<file path="src/rtl/nsb_pkg.sv">
package nsb_pkg;
  localparam int ADDR_W = 16;
  localparam int DATA_W = 8;
  localparam int ROM_AW = 11;
  localparam logic [ADDR_W-1:0] BASE_HIGH = 16'hF800;
  localparam logic [ADDR_W-1:0] BASE_LOW  = 16'hF000;
  localparam logic [DATA_W-1:0] NOP_BYTE  = 8'h00;

  typedef enum logic {
    PH_SLIDE = 1'b0,
    PH_RUN   = 1'b1
  } phase_e;
endpackage

</file>
<file path="src/rtl/boot_base_sel.sv">
module boot_base_sel
  import nsb_pkg::*;
#(
  parameter int AW = ADDR_W,
  parameter int RW = ROM_AW,
  parameter logic [AW-1:0] BASE_A = BASE_HIGH,
  parameter logic [AW-1:0] BASE_B = BASE_LOW
) (
  input  logic [AW-1:0] addr,
  input  logic          sel,
  output logic          upper,
  output logic [RW-1:0] rom_off
);
  logic [AW-1:0] base;
  logic [AW-1:0] diff;

  always_comb begin
    base    = sel ? BASE_B : BASE_A;
    upper   = (addr >= base);
    diff    = addr - base;
    rom_off = diff[RW-1:0];
  end
endmodule

</file>
<file path="src/rtl/boot_phase_flag.sv">
module boot_phase_flag
  import nsb_pkg::*;
(
  input  logic   clk,
  input  logic   rst,
  input  logic   arm_req,
  output phase_e phase
);
  always_ff @(posedge clk) begin
    if (rst)          phase <= PH_SLIDE;
    else if (arm_req) phase <= PH_RUN;
  end

  // once running, only reset returns the block to the slide phase
  a_r4_flag_sticky: assert property (@(posedge clk) disable iff (rst)
    (phase == PH_RUN) |=> (phase == PH_RUN));

  // an arming request always lands on the next edge
  a_r3_flag_sets: assert property (@(posedge clk) disable iff (rst)
    arm_req |=> (phase == PH_RUN));
endmodule

</file>
<file path="src/rtl/boot_bus_route.sv">
module boot_bus_route
  import nsb_pkg::*;
#(
  parameter int DW = DATA_W
) (
  input  logic          clk,
  input  logic          rst,
  input  phase_e        phase,
  input  logic          upper,
  input  logic          rd,
  input  logic          wr,
  input  logic [DW-1:0] rom_data,
  input  logic [DW-1:0] ram_data,
  output logic          arm_req,
  output logic          rom_cs,
  output logic          ram_cs,
  output logic          ram_we,
  output logic [DW-1:0] rdata
);
  logic live;

  always_comb begin
    arm_req = rd && upper && (phase == PH_SLIDE);
    live    = (phase == PH_RUN) || arm_req;
    rom_cs  = live && rd && upper;
    ram_cs  = (phase == PH_RUN) && (rd || wr) && !upper;
    ram_we  = ram_cs && wr;
    rdata   = NOP_BYTE;
    if (rom_cs)           rdata = rom_data;
    else if (ram_cs && rd) rdata = ram_data;
  end

  // during the slide, a low read returns the forced byte
  a_r2_slide_nop: assert property (@(posedge clk) disable iff (rst)
    (phase == PH_SLIDE && rd && !upper) |-> (rdata == NOP_BYTE));

  // no device is selected while sliding below the base
  a_r6_slide_quiet: assert property (@(posedge clk) disable iff (rst)
    (phase == PH_SLIDE && !upper) |-> (!ram_cs && !rom_cs && !ram_we));

  // selects never overlap and need a strobe
  a_r8_cs_exclusive: assert property (@(posedge clk) disable iff (rst)
    $onehot0({rom_cs, ram_cs}) && ((rom_cs || ram_cs) -> (rd || wr)));
endmodule

</file>
<file path="src/rtl/nop_slide_boot.sv">
module nop_slide_boot
  import nsb_pkg::*;
#(
  parameter int AW = ADDR_W,
  parameter int DW = DATA_W,
  parameter int RW = ROM_AW,
  parameter logic [AW-1:0] BASE_A = BASE_HIGH,
  parameter logic [AW-1:0] BASE_B = BASE_LOW
) (
  input  logic          clk,
  input  logic          rst,
  input  logic [AW-1:0] cpu_addr,
  input  logic          cpu_rd,
  input  logic          cpu_wr,
  input  logic          base_sel,
  input  logic [DW-1:0] rom_rdata,
  input  logic [DW-1:0] ram_rdata,
  output logic [DW-1:0] cpu_rdata,
  output logic          rom_cs,
  output logic [RW-1:0] rom_addr,
  output logic          ram_cs,
  output logic          ram_we
);
  logic   upper;
  logic   arm_req;
  phase_e phase;

  boot_base_sel #(.AW(AW), .RW(RW), .BASE_A(BASE_A), .BASE_B(BASE_B)) u_base (
    .addr    (cpu_addr),
    .sel     (base_sel),
    .upper   (upper),
    .rom_off (rom_addr)
  );

  boot_phase_flag u_flag (
    .clk     (clk),
    .rst     (rst),
    .arm_req (arm_req),
    .phase   (phase)
  );

  boot_bus_route #(.DW(DW)) u_route (
    .clk      (clk),
    .rst      (rst),
    .phase    (phase),
    .upper    (upper),
    .rd       (cpu_rd),
    .wr       (cpu_wr),
    .rom_data (rom_rdata),
    .ram_data (ram_rdata),
    .arm_req  (arm_req),
    .rom_cs   (rom_cs),
    .ram_cs   (ram_cs),
    .ram_we   (ram_we),
    .rdata    (cpu_rdata)
  );

  // a ROM-selected read carries ROM data on the bus
  a_r3_rom_data: assert property (@(posedge clk) disable iff (rst)
    (rom_cs && cpu_rd) |-> (cpu_rdata == rom_rdata));

  // idle bus returns the forced byte
  a_r1_idle_zero: assert property (@(posedge clk) disable iff (rst)
    (!cpu_rd) |-> (cpu_rdata == NOP_BYTE));
endmodule

</file>
<file path="config.mk">
export PLATFORM = sky130hd
export DESIGN_NAME = nop_slide_boot
export DESIGN_NICKNAME = d
export VERILOG_FILES = /design/src/rtl/nsb_pkg.sv /design/src/rtl/boot_base_sel.sv /design/src/rtl/boot_phase_flag.sv /design/src/rtl/boot_bus_route.sv /design/src/rtl/nop_slide_boot.sv
export SDC_FILE = /design/constraint.sdc
export NUM_CORES = 1
export LEC_CHECK = 0
export BUFFER_PORTS_ARGS = -buffer_cell sky130_fd_sc_hd__clkbuf_2
export CAP_MARGIN = 10
export CORE_AREA = 4 4 41 43
export CTS_CLUSTER_SIZE = 10
export DETAILED_ROUTE_END_ITERATION = 6
export DIE_AREA = 0 0 45 47
export PLACE_DENSITY_LB_ADDON = 0.08
export SLEW_MARGIN = 25
export SYNTH_ARGS = -nofsm -noshare
export SYNTH_HDL_FRONTEND = slang
export SYNTH_HIERARCHICAL = 1
export SYNTH_SLANG_ARGS = --single-unit
</file>
<file path="constraint.sdc">
create_clock -name clk -period 2.72 [get_ports clk]
set_input_delay 0.544 -clock clk [delete_from_list [all_inputs] [get_ports clk]]
set_output_delay 0.544 -clock clk [all_outputs]
set_load 0.005 [all_outputs]
</file>
## After elaboration in Yosys (flattened, before gate mapping)

Cells that the tools add are included.

- Mux-type cells: 3
- Bitwise gates (word level): 1
- $lt $le $gt $ge: 1
- Reductions and logical operators: 11
- Add/sub/neg operators: 1

Operators by type and width:

| cell | count |
|---|---|
| >= comparator 16 bit | 1 |
| 2-to-1 mux 8 bit | 2 |
| 2-to-1 mux 12 bit | 1 |
| subtractor 11 bit | 1 |
| logical AND 1 bit | 8 |
| logical OR 1 bit | 2 |
| logical NOT 1 bit | 1 |
| NOT 1 bit | 1 |

- Bits in registers: 1
- Output and inout bits: 22
- Word-level logic and storage cells: 18

## Depth between registers and ports, before layout

Gate-level depths: netlist (run 1).

- Depth in word-level cells: 8
- Depth in mapped cells: 9
- Gate-level depth less buffers: 8

## Hierarchy

Netlist (run 1), hierarchy kept.

Modules (own cells, without submodules):

| module | area each (µm²) | times used | cells an instance | sequential area each (µm²) |
|---|---|---|---|---|
| boot_base_sel | 158.9 | 1 | 20 | 0.0 |
| boot_bus_route | 146.4 | 1 | 17 | 0.0 |
| boot_phase_flag | 30.0 | 1 | 2 | 20.0 |

## Worst setup path after synthesis (run 1)

No wires, ideal clock.

- Kind: input to output
- Start: in cpu_addr[11]
- End: out cpu_rdata[0]
- Arrival time: 1.755 ns
- Slack: 0.421 ns
- Required time: 2.176 ns
- Path buffers: 1
- Stages on the path: 8
- Path through: inv_1 > ha_1 > nor4b_2 > nand3_1 > a21oi_1 > nor2b_1 > buf_6 > a32o_1

- Word-level cells in the longest chain between the ends: 7

Ends and longest elaborated chain:

| item | RTL line | source |
|---|---|---|
| from (decl) | nop_slide_boot.sv:12 | `input logic [AW-1:0] cpu_addr,` |
| >= comparator 16 bit * | boot_base_sel.sv:19 | `upper = (addr >= base);` |
| named net upper | nop_slide_boot.sv:24 | `logic upper;` |
| logical AND 1 bit (2 in a row) | boot_bus_route.sv:23 | `arm_req = rd && upper && (phase == PH_SLIDE);` |
| logical OR 1 bit | boot_bus_route.sv:24 | `live = (phase == PH_RUN) \|\| arm_req;` |
| logical AND 1 bit (2 in a row) | boot_bus_route.sv:25 | `rom_cs = live && rd && upper;` |
| 2-to-1 mux 8 bit * | boot_bus_route.sv:29 | `if (rom_cs) rdata = rom_data;` |
| to (decl) | nop_slide_boot.sv:18 | `output logic [DW-1:0] cpu_rdata,` |

The timed path passes the listed nets; every way through them passes the cells marked *.

## Worst setup path in the final report (run 1)

- Start: in base_sel
- End: out cpu_rdata[0]

- Word-level cells in the longest chain between the ends: 8

Ends and longest elaborated chain:

| item | RTL line | source |
|---|---|---|
| from (decl) | nop_slide_boot.sv:15 | `input logic base_sel,` |
| 2-to-1 mux 12 bit * | boot_base_sel.sv:18 | `base = sel ? BASE_B : BASE_A;` |
| >= comparator 16 bit * | boot_base_sel.sv:19 |  |
| named net upper | nop_slide_boot.sv:24 |  |
| logical AND 1 bit (2 in a row) | boot_bus_route.sv:23 |  |
| logical OR 1 bit | boot_bus_route.sv:24 |  |
| logical AND 1 bit (2 in a row) | boot_bus_route.sv:25 |  |
| 2-to-1 mux 8 bit * | boot_bus_route.sv:29 |  |

Marks and branches as above.

==> results.cfg, run 1 <==
[finish]
fin_nets = 124
top_regs = u_flag/phase x1
n_antenna_cell = 0
top_register = u_flag/phase
fillCellCount = 137
drive_gt1_share_pct = 76.2
instances_no_fill = 99
finish.utilization_pct = 42.0
syn2layout_area_growth_pct = 63.1
largest_reg_flops = 1

[drt]
ant_nets = 0
wl_met1_um = 411
first_pass_iters = 4
vias = 459
drt-initial-drc-count = 8
avgRoutedWirePerCell_um = 11.8
dr_wl_met3_um = 138
top_layer_used = met3
wl_met2_um = 618
via_per_inst = 4.64
drc = 0
routed_wirelength_um = 1170

[critical_path]
crit_arrival_ns = 2.02
startpoint_type = input port
reg2reg_slack_ns = 1.83
crit_type = in -> out
worstPathRequired_ns = 2.18
path_max_fanout = 8
regToRegStartpoint = u_flag/phase$_SDFFE_PP0P_
r2r_end = u_flag/phase$_SDFFE_PP0P_
r2r_cells = 2
endpoint_kind = output port

[floorplanning]
dieArea_um2 = 2120
ios = 59
die_w_um = 45
rows = 13
initial_utilization_pct = 25.8
die_h_um = 47
coreArea_um2 = 1300

[clock_network]
insertion_delay_ns = 0
path_clk_slew_ns = 0
postCtsHoldBufs = 0

[sta]
maxSlewViolCount = 0
period_needed_ns = 2.56
maxClockFrequency_mhz = 391
fin_crit_sh_pct = 94.1
worstMarginPinSlew_ns = 0.369
finalSetupTns_ns = 0
rsz0062_at_grt = false
finClkSkew_ns = 0
finalHoldViolCount = 0
fin_hold_ws_ns = 0.673
slew_headroom_pct = 75.4
setup_viol = 0

[global_routing]
grt_max_degree = 13
grt_pass1_vias = 410
grt_use_total_pct = 10.1
grt_pass1_wl_um = 1680
grt_antenna_before_repair = 0
grt.overflow.total = 0

[pwr]
p_per_area_nw_per_um2 = 125
p_total_uw = 68.4
peakVddDrop_v = 0.0000853
leakage_uw = 0.000334

[synthesis]
syn_inst = 39
postSynthAreaPerCell_um2 = 8.60
yosys_warnings = 6
synth_ff_type = dfxtp_1
synth_area_leader_cell = buf_4
synthesis.area_um2 = 335
synth_seq_cells = 1
synth_cell_types = 18
synth-edff-count = 0
synth.area.top_cells = buf_4 (25%), a32o_1 (24%), nor4_2 (7.5%), buf_6 (6.7%), dfxtp_1 (6.0%)
ys_async_sr_fraction_pct = 0
synth_nets = 77
yosysSeqAreaShare_pct = 5.97
synth_top_area_share_pct = 24.6

[placed_design]
port-buffer-count = 58
hpwl_um = 1070
place_congestion = 0.685
placedCellCount = 99

[worst_hold_path]
hold_depth = 1
min_to = u_flag/phase$_SDFFE_PP0P_
min_path_type = reg -> reg
hp-start = u_flag/phase$_SDFFE_PP0P_

[run_status]
outcome = completed

[job]
maxCapViolations = 0
## metrics by stage
stage	instance area, um2	worst slack, ns
final	547	0.160
after detailed placement	542	0.0310
after global routing	547	0.0246
after floorplan	335	0.421
after global placement	542	0.0843
after CTS	542	0.0277
## what timing repair did
action	CTS	global route
setup buffers	0	0
gates resized for setup	0	2
setup endpoints to repair	0	9
## logic make-up after synthesis
family,count (synthesis),share of synthesized area [%]
buffers and inverters,16,35.1
flip-flops,1,5.97
AND/OR/NAND/NOR,11,26.9
AO/OA/AOI/OAI,10,28.4
adder cells (fa/ha/maj),1,3.73
## placed cells by master (no fill, tap or decap)
master,netlist,layout
a21oi_2,0,1
a32o_1,8,8
and2_2,0,1
and3b_1,1,1
buf_4,11,1
clkbuf_2,0,58
dfxtp_1,1,1
ha_1,1,1
inv_1,2,2
nand3_1,1,1
nand4_1,1,1
nor2_1,1,1
nor2b_1,2,2
nor3b_1,1,1
nor4_2,2,2
nor4b_2,1,1
o21ba_1,1,1
## layer usage
metal	GRT usage, %	up-vias
met5	0	-
met4	0	0
met3	1.15	0
met2	19.8	30
met1	12.6	199
li1	-	230
## critical path: stages
cell	delay (ns)
clkbuf_2	0.08
inv_1	0.03
ha_1	0.25
nor4b_2	0.19
nand3_1	0.12
a21oi_2	0.20
nor2b_1	0.06
buf_4	0.16
a32o_1	0.26
clkbuf_2	0.11
## how the worst max path moves through the flow
stage,end,startpoint,slack (ns),cells after the start
floorplan,cpu_rdata[0],cpu_addr[11],0.42,8
global placement,cpu_rdata[0],base_sel,0.08,9
detailed placement,cpu_rdata[4],base_sel,0.03,9
CTS,cpu_rdata[4],base_sel,0.03,9
global route,cpu_rdata[4],base_sel,0.02,10
finish,cpu_rdata[0],base_sel,0.16,10
## synthesized netlist by cell type (all sizes together) (2+ instances only)
cell	instances
inv	2
nor2b	2
nor4	2
a32o	8
buf	14
## where the power goes
group	switching, uW	internal, uW	leakage, uW
Clock	0	0	0
Combinational	20.9	31.4	0.000325
Sequential	0.794	15.2	0.00000808
Total	21.7	46.6	0.000334
## final cells by class
cell class / count / area [um2] / share of cell area (%)
Inverter: 2 / 7.51 / 1.37
Multi-Input combinational cell: 22 / 203 / 37.1
Sequential cell: 1 / 20.0 / 3.66
Tap cell: 15 / 18.8 / 3.43
Timing Repair Buffer: 59 / 298 / 54.5
Power figures use the tool's default switching activity.
==> run 2, diff against run 1 <==
Settings changed: CELL_PAD_IN_SITES_DETAIL_PLACEMENT set to 1, CELL_PAD_IN_SITES_GLOBAL_PLACEMENT set to 2, CORE_AREA 4 4 41 43 to unset, CORE_MARGIN set to 4, CORE_UTILIZATION set to 10, DIE_AREA 0 0 45 47 to unset, HOLD_SLACK_MARGIN set to 0.02.
==> run 2 against run 1 <==
Compared with the run above:
- largest power group unchanged
- critical endpoint is now cpu_rdata[2]
- worst hold slack improved by 0.034 ns
- critical path depth is the same
- highest routed layer unchanged
- via count grew 4.1%
- first-iteration DRC count rose by 63%
- critical path type unchanged
- routed wire length increased by 32%
==> results.cfg, run 2 (synthesis results as in run 1) <==
[run_status]
outcome = completed

[global_routing]
grt_antenna_before_repair = 0
grt_pass1_vias = 503
grt_pass1_wl_um = 2290
grt_max_degree = 13
grt.overflow.total = 0
grt_use_total_pct = 6.42

[sta]
worstMarginPinSlew_ns = 0.423
slew_headroom_pct = 71.7
maxSlewViolCount = 0
fin_crit_sh_pct = 94.7
period_needed_ns = 2.58
rsz0062_at_grt = false
finalHoldViolCount = 0
setup_viol = 0
finClkSkew_ns = 0
maxClockFrequency_mhz = 388
finalSetupTns_ns = 0
fin_ws_ns = 0.143

[critical_path]
crit_slowest_cell = ha_1
cpMostUsedCell = clkbuf_2
path_max_fanout = 8
r2r_end = u_flag/phase$_SDFFE_PP0P_
critPathLaunch = cpu_addr[11]
cp_cell_sequence = clkbuf_2 > inv_1 > ha_1 > nor4b_2 > nand3_1 > a21oi_2 > nor2b_1 > buf_4 > a32o_1 > clkbuf_2
worstPathRequired_ns = 2.18
r2r_cells = 2
crit_type = in -> out
reg2reg_slack_ns = 1.78
startpoint_type = input port
crit_arrival_ns = 2.03
regToRegStartpoint = u_flag/phase$_SDFFE_PP0P_
cp_slowest_stage_delay_ns = 0.26
endpoint_kind = output port

[drt]
routed_wirelength_um = 1540
vias = 478
drc = 0
via_per_inst = 3.68
avgRoutedWirePerCell_um = 11.9
drt-initial-drc-count = 13
first_pass_iters = 3
ant_nets = 0

[pwr]
p_per_area_nw_per_um2 = 118
p_total_uw = 70.2
leakage_uw = 0.000344
peakVddDrop_v = 0.0000284

[finish]
top_register = u_flag/phase
layout_common_cells = clkbuf_2 (58), a32o_1 (8), buf_4 (3)
layout_commonest_cell = clkbuf_2
instances_no_fill = 130
syn2layout_area_growth_pct = 78.0
n_antenna_cell = 0
top_regs = u_flag/phase x1
finish.utilization_pct = 19.1
fillCellCount = 399
fin_nets = 126
drive_gt1_share_pct = 75.6
largest_reg_flops = 1

[worst_hold_path]
min_to = u_flag/phase$_SDFFE_PP0P_
min_path_type = reg -> reg
hp-start = u_flag/phase$_SDFFE_PP0P_
hold_depth = 1

[clock_network]
insertion_delay_ns = 0
path_clk_slew_ns = 0

[placed_design]
place_ws_ns = 0.00209
port-buffer-count = 58
placedCellCount = 129
hpwl_um = 1420
place_congestion = 0.587

[job]
maxCapViolations = 0

[floorplanning]
rows = 20
die_h_um = 65.9
ios = 59
initial_utilization_pct = 10.7
die_w_um = 65.9
coreArea_um2 = 3130
dieArea_um2 = 4340
==> run 2: worst max-delay path by stage <==
stage / end / slack (ns) / depth (start not counted)
after floorplan: cpu_rdata[0] / 0.42 / 8
after global placement: cpu_rdata[4] / 0.10 / 10
after detailed placement: cpu_rdata[4] / 0.002 / 10
after CTS: cpu_rdata[2] / 0.07 / 10
after global routing: cpu_rdata[4] / 0.02 / 10
final: cpu_rdata[2] / 0.14 / 10
==> run 2: cell type report <==
type | count | area (um2) | area share [%]
Multi-Input combinational cell | 22 | 201 | 33.8
Tap cell | 44 | 55.1 | 9.22
Sequential cell | 1 | 20.0 | 3.35
Inverter | 2 | 7.51 | 1.26
Timing Repair Buffer | 61 | 313 | 52.4
==> run 2: report_power, final <==
part	total (uW)	leakage, uW	switching (uW)	internal (uW)
Clock	0	0	0	0
Combinational	54.0	0.000335	21.9	32.1
Sequential	16.2	0.00000808	0.915	15.2
Total	70.2	0.000344	22.8	47.4
==> run 2: metrics by stage <==
| stage | hold WS, ns | instance area (um2) |
|---|---|---|
| floorplan | 0.465 | 335 |
| detailed placement | 0.719 | 586 |
| CTS | 0.711 | 589 |
| finish | 0.708 | 597 |
| global route | 0.754 | 597 |
| global placement | 0.692 | 586 |
==> run 2: metal layers <==
metal	track usage [%]	wire length, um	up-vias
met3	1.70	225	0
met2	11.8	675	40
met4	0	0	0
li1	-	-	233
met5	0	0	-
met1	7.89	643	205
==> run 2: critical path: cells and delay by family <==
kind / cells / cell delay, ns
AOI/OAI and AO/OA: 2 / 0.44
and+or+nand+nor: 3 / 0.40
buffers and inverters: 4 / 0.37
adders and majority gates: 1 / 0.26
==> run 2: repair_timing <==
item / CTS / global route
hold buffers: 0 / 0
pin swaps: 0 / 1
setup endpoints to repair: 2 / 5
setup buffers: 0 / 1
resized for setup: 1 / 0
